===== config.mk =====
export PLATFORM = sky130hd
export DESIGN_NAME = sfsm_shaper
export DESIGN_NICKNAME = d
export VERILOG_FILES = /design/src/rtl/sfsm_pkg.sv /design/src/rtl/sfsm_bitgen.sv /design/src/rtl/sfsm_chain.sv /design/src/rtl/sfsm_decode.sv /design/src/rtl/sfsm_tally.sv /design/src/rtl/sfsm_shaper.sv
export SDC_FILE = /design/constraint.sdc
export NUM_CORES = 1
export LEC_CHECK = 0
export ABC_AREA = 1
export BUFFER_PORTS_ARGS = -buffer_cell sky130_fd_sc_hd__buf_2
export CAP_MARGIN = 20
export CORE_MARGIN = 2
export CORE_UTILIZATION = 50
export DETAILED_ROUTE_END_ITERATION = 12
export PLACE_DENSITY = 0.77
export SETUP_SLACK_MARGIN = 0.1
export SYNTH_ARGS = -nofsm -noshare
export SYNTH_HDL_FRONTEND = slang
export SYNTH_SLANG_ARGS = --single-unit

===== constraint.sdc =====
create_clock -name clk -period 3.4 [get_ports clk]
set_clock_uncertainty 0.1 [all_clocks]
set_input_delay 0.51 -clock clk [delete_from_list [all_inputs] [get_ports clk]]
set_output_delay 0.51 -clock clk [all_outputs]
set_load 0.05 [all_outputs]

===== src/rtl/sfsm_pkg.sv =====
`timescale 1ns/1ps
package sfsm_pkg;

   typedef enum logic {
      SHAPE_TANH = 1'b0,
      SHAPE_EXP  = 1'b1
   } shape_e;

   typedef enum logic {
      SRC_EXT = 1'b0,
      SRC_GEN = 1'b1
   } src_e;

   function automatic bit legal_chain_len(input int n);
      return (n == 8) || (n == 16) || (n == 32) || (n == 64);
   endfunction

   function automatic bit legal_band(input int n, input int g);
      return (g >= 1) && (g < n / 2);
   endfunction

endpackage


===== src/rtl/sfsm_bitgen.sv =====
`timescale 1ns/1ps
module sfsm_bitgen #(
   parameter int          PROB_W = 10,
   parameter logic [15:0] SEED   = 16'hACE1
) (
   input  logic              clk,
   input  logic              rst_n,
   input  logic [PROB_W-1:0] level,
   output logic              bit_o
);
   localparam int LW = 16;

   if (PROB_W < 2 || PROB_W > LW) begin : g_bad_width
      $error("sfsm_bitgen: PROB_W must lie in 2..16");
   end
   if (SEED == '0) begin : g_bad_seed
      $error("sfsm_bitgen: SEED must be nonzero");
   end

   logic [LW-1:0] lfsr_q;
   logic [LW-1:0] lfsr_d;

   // Advance PROB_W steps per cycle so every compare uses fresh bits.
   always_comb begin
      lfsr_d = lfsr_q;
      for (int k = 0; k < PROB_W; k++) begin
         lfsr_d = {lfsr_d[LW-2:0], lfsr_d[15] ^ lfsr_d[14] ^ lfsr_d[12] ^ lfsr_d[3]};
      end
   end

   always_ff @(posedge clk) begin
      if (!rst_n) lfsr_q <= SEED;
      else        lfsr_q <= lfsr_d;
   end

   assign bit_o = (lfsr_q[PROB_W-1:0] < level);

endmodule


===== src/rtl/sfsm_chain.sv =====
`timescale 1ns/1ps
module sfsm_chain #(
   parameter int NUM_STATES = 16,
   localparam int SW = $clog2(NUM_STATES)
) (
   input  logic          clk,
   input  logic          rst_n,
   input  logic          step_up,
   output logic [SW-1:0] pos
);
   localparam logic [SW-1:0] POS_TOP  = SW'(NUM_STATES - 1);
   localparam logic [SW-1:0] POS_MID  = SW'(NUM_STATES / 2);
   localparam logic [SW-1:0] POS_BASE = '0;

   logic [SW-1:0] pos_q;

   always_ff @(posedge clk) begin
      if (!rst_n) begin
         pos_q <= POS_MID;
      end else if (step_up) begin
         if (pos_q != POS_TOP) pos_q <= pos_q + 1'b1;
      end else begin
         if (pos_q != POS_BASE) pos_q <= pos_q - 1'b1;
      end
   end

   assign pos = pos_q;

endmodule


===== src/rtl/sfsm_decode.sv =====
`timescale 1ns/1ps
module sfsm_decode
   import sfsm_pkg::*;
#(
   parameter int NUM_STATES = 16,
   parameter int EXP_EDGE   = 2,
   localparam int SW = $clog2(NUM_STATES)
) (
   input  logic [SW-1:0] pos,
   input  logic          shape,
   output logic          bit_o
);
   localparam int HALF = NUM_STATES / 2;
   localparam int BAND_HI = NUM_STATES - 1 - EXP_EDGE;

   logic [NUM_STATES-1:0] thr_map;
   logic [NUM_STATES-1:0] band_map;

   for (genvar s = 0; s < NUM_STATES; s++) begin : g_map
      if (s >= HALF) begin : g_thr_hi
         assign thr_map[s] = 1'b1;
      end else begin : g_thr_lo
         assign thr_map[s] = 1'b0;
      end
      if (s >= EXP_EDGE && s <= BAND_HI) begin : g_band_in
         assign band_map[s] = 1'b1;
      end else begin : g_band_out
         assign band_map[s] = 1'b0;
      end
   end

   always_comb begin
      if (shape_e'(shape) == SHAPE_EXP) bit_o = band_map[pos];
      else                              bit_o = thr_map[pos];
   end

endmodule


===== src/rtl/sfsm_tally.sv =====
`timescale 1ns/1ps
module sfsm_tally #(
   parameter int CNT_W = 11
) (
   input  logic             clk,
   input  logic             rst_n,
   input  logic             clr,
   input  logic             hit,
   output logic [CNT_W-1:0] count
);
   localparam logic [CNT_W-1:0] CNT_MAX = '1;

   if (CNT_W < 2) begin : g_bad_cnt
      $error("sfsm_tally: CNT_W must be at least 2");
   end

   logic [CNT_W-1:0] count_q;

   always_ff @(posedge clk) begin
      if (!rst_n || clr)                   count_q <= '0;
      else if (hit && count_q != CNT_MAX)  count_q <= count_q + 1'b1;
   end

   assign count = count_q;

endmodule


===== src/rtl/sfsm_shaper.sv =====
`timescale 1ns/1ps
module sfsm_shaper
   import sfsm_pkg::*;
#(
   parameter int          NUM_STATES = 16,
   parameter int          EXP_EDGE   = 2,
   parameter int          PROB_W     = 10,
   parameter int          CNT_W      = 11,
   parameter logic [15:0] SEED       = 16'hACE1,
   localparam int SW = $clog2(NUM_STATES)
) (
   input  logic              clk,
   input  logic              rst_n,
   input  logic              shape,
   input  logic              src_sel,
   input  logic [PROB_W-1:0] level,
   input  logic              ext_bit,
   input  logic              tally_clr,
   output logic              stream_bit,
   output logic [SW-1:0]     state,
   output logic              out_bit,
   output logic [CNT_W-1:0]  tally
);
   if (!legal_chain_len(NUM_STATES)) begin : g_bad_len
      $error("sfsm_shaper: NUM_STATES must be 8, 16, 32 or 64");
   end
   if (!legal_band(NUM_STATES, EXP_EDGE)) begin : g_bad_band
      $error("sfsm_shaper: EXP_EDGE must lie in 1..NUM_STATES/2-1");
   end

   logic gen_bit;

   sfsm_bitgen #(.PROB_W(PROB_W), .SEED(SEED)) u_gen (
      .clk   (clk),
      .rst_n (rst_n),
      .level (level),
      .bit_o (gen_bit)
   );

   assign stream_bit = (src_e'(src_sel) == SRC_GEN) ? gen_bit : ext_bit;

   sfsm_chain #(.NUM_STATES(NUM_STATES)) u_chain (
      .clk     (clk),
      .rst_n   (rst_n),
      .step_up (stream_bit),
      .pos     (state)
   );

   sfsm_decode #(.NUM_STATES(NUM_STATES), .EXP_EDGE(EXP_EDGE)) u_dec (
      .pos   (state),
      .shape (shape),
      .bit_o (out_bit)
   );

   sfsm_tally #(.CNT_W(CNT_W)) u_tally (
      .clk   (clk),
      .rst_n (rst_n),
      .clr   (tally_clr),
      .hit   (out_bit),
      .count (tally)
   );

endmodule


==> impl_metrics.py <==
metrics = {
    "placement": {
        "io_buffers": 32,
        "dp_hpwl_um": 2740,
        "gp_congestion": 0.859,
        "placed_area_mm2": 0.00206,
    },
    "power": {
        "leakage_uw": 0.00113,
        "power.density_mw_per_mm2": 858,
        "ir_drop_v": 0.000443,
    },
    "floorplan": {
        "die_w_um": 64.8,
        "start_util_pct": 51.2,
        "coreArea_mm2": 0.00361,
        "die_area_mm2": 0.00420,
        "ioPinCount": 33,
        "die_h_um": 64.8,
        "row_count": 22,
    },
    "grt": {
        "grt_pass1_wl_um": 6220,
        "grt_max_degree": 17,
        "grt-ovfl-total": 0,
        "grt_antenna_before_repair": 0,
        "grt_pass1_vias": 1492,
        "track_usage_pct": 19.1,
    },
    "sta": {
        "grt_setup_unrepaired": "false",
        "timing.fmax_mhz": 353,
        "setup_viol": 0,
        "fin_tns_setup_ns": 0,
        "period_minus_slack_ns": 2.83,
        "finalHoldViolCount": 0,
        "tightest_slew_ns": 0.460,
        "slew_headroom_pct": 69.2,
        "finalCritPeriodShare_pct": 83.3,
        "drv_slew": 0,
    },
    "finish": {
        "antennaDiodeCount": 0,
        "layout-drive-gt1-share_pct": 15.9,
        "area_delta_synth_final_pct": 16.4,
        "nNetsFinal": 320,
        "final_util_pct": 59.6,
        "design_area_mm2": 0.00215,
    },
    "clocking": {
        "postCtsHoldBufs": 0,
        "cts_setup_buffers": 0,
        "clock_path_buffers": 2,
        "post_cts_resized": 0,
        "htreeDepth": 2,
        "path_clk_slew_ns": 0.06,
        "clock_latency_ns": 0.28,
        "cts_buffers": 5,
        "cts_tree": "built",
        "clockRootBuffer": "clkbuf_8",
        "clock_sinks": 33,
    },
    "critical_path": {
        "cp-start-kind": "flip-flop",
        "cp-end-kind": "flip-flop",
        "crit_arrival_ns": 2.91,
        "path_cells": "ha_1 > nand2_1 > a21oi_1 > nor2_1 > nand3_2 > nand2_2 > inv_1 > ha_1 > a21o_1 > a31oi_1 > nand3_1 > nand2_1 > nand2_1 > nand2_1 > nand3_1 > nand2_1 > nand2_1",
        "worstPathMaxFanout": 8,
        "crit_required_ns": 3.47,
        "worst_path_max_delay_cell": "dfxtp_1",
        "r2r_slack_ns": 0.57,
        "crit_top_cell": "nand2_1",
        "slowest_delay_ns": 0.46,
        "worst-setup-path-type": "reg -> reg",
    },
    "synthesis": {
        "ys_ff_latch": 33,
        "synth_area_per_cell_um2": 7.33,
        "yosysWarningCount": 0,
        "synthCells": 252,
        "synth_top_area_cell": "dfxtp_1",
        "ys_types": 24,
        "netlist_area_mm2": 0.00185,
        "yosys-top-cells-area": "dfxtp_1, nand2_1, inv_1",
        "syn_nets": 282,
        "synth_top_area_share_pct": 35.8,
        "yosysSeqAreaShare_pct": 35.8,
    },
    "worst_hold_path": {
        "hold_path.class": "reg -> reg",
    },
    "routing": {
        "drc": 0,
        "wl_um": 3480,
        "vias": 1612,
        "ant_nets": 0,
        "drt-vias-per-instance": 4.77,
        "drtPass1Iterations": 4,
        "post_drt_wl_per_cell_um": 10.3,
        "drtIter0Drc": 100,
    },
    "status": {
        "status": "finished, final reports clean",
    },
    "flow_run": {
        "maxCapViolations": 0,
    },
}
==> cell usage in the layout (no fill, tap or decap), types with 2 or more instances in the layout <==
master | netlist | final
o21ai_0 | 6 | 6
xor2_1 | 12 | 12
a31oi_1 | 2 | 2
nor2_1 | 24 | 24
or2_2 | 2 | 2
buf_2 | 0 | 32
inv_1 | 44 | 44
dfxtp_1 | 33 | 33
nand2_1 | 58 | 58
xnor2_1 | 16 | 16
o21a_1 | 2 | 2
a21oi_1 | 14 | 14
nand4_1 | 2 | 2
nand2_2 | 3 | 3
nand3_1 | 12 | 12
clkbuf_8 | 0 | 6
ha_1 | 13 | 13
==> stage by stage <==
| step | total power, µW | hold WS [ns] | instances | setup WS [ns] |
|---|---|---|---|---|
| after floorplan | 1370 | 0.339 | 252 | 0.435 |
| after global placement | 1530 | 0.369 | 331 | 0.416 |
| after detailed placement | 1560 | 0.365 | 331 | 0.343 |
| after CTS | 1860 | 0.374 | 338 | 0.547 |
| after global routing | 2030 | 0.396 | 338 | 0.219 |
| final | 1840 | 0.378 | 338 | 0.568 |
==> cell families after synthesis <==
logic type / share of synthesized area [%]
buffers and inverters: 9.35
adders and majority gates: 9.89
xor gates and xnor gates: 13.3
and+or+nand+nor: 23.1
AOI/OAI and AO/OA: 7.99
muxes: 0.610
DFF: 35.8
==> layout make-up <==
class,count,area [µm²]
multi-input cells,173,1010
repair buffers,32,160
clock buffers,7,86.3
well taps,48,60.1
inverters,45,169
flip-flops and latches,33,661
fillers,345,1460
==> report_power, final <==
group          internal, µW  switching (µW)
clock network           160             131
registers               496             114
logic                   364             578
total                  1020             823
==> synthesized netlist by cell type (all sizes together) <==
library cell and count:
nand2 61, a31oi 2, clkbuf 1, nor3 1, o21ai 7, ha 13, xnor2 16, fa 1
or2 2, nand3 13, a21oi 14, mux2 1, xor2 12, dfxtp 33, inv 45, a21o 1
nand4 2, a211oi 1, nor2 24, o21a 2
==> state kept, by name, summed over array words and instances, names as in the netlist, named ones only <==
signal,flops
u_gen.lfsr_q,16
u_tally.count,11
u_chain.pos,4
==> metal layers <==
layer	wire, µm	part of all wire (%)	GRT usage, %	vias up
met4	63	1.8	7.45	0
met1	1580	45	23.6	711
met3	223	6.4	5.03	7
met5	0	0	0	-
li1	-	-	-	848
met2	1610	46	31.6	46
==> critical path, delay by kind of cell, from the launching register on <==
kind / cells / cell delay, ns
AND/OR/NAND/NOR: 11 / 1.04
buffers and inverters: 1 / 0.10
flip-flops: 1 / 0.46
AO/OA/AOI/OAI: 3 / 0.41
adder cells (fa/ha/maj): 2 / 0.62
==> worst paths after layout <==
path | cells past startpoint | from | endpoint
max | 17 | u_gen.lfsr_q[9]$_SDFF_PN0_ | flip-flop
min | 2 | u_gen.lfsr_q[4]$_SDFF_PN0_ | u_gen.lfsr_q[14]$_SDFF_PN0_
max reg2reg | 17 | u_gen.lfsr_q[9]$_SDFF_PN0_ | flip-flop
min reg2reg | 2 | u_gen.lfsr_q[4]$_SDFF_PN0_ | u_gen.lfsr_q[14]$_SDFF_PN0_
Power figures use the tool's default switching activity.
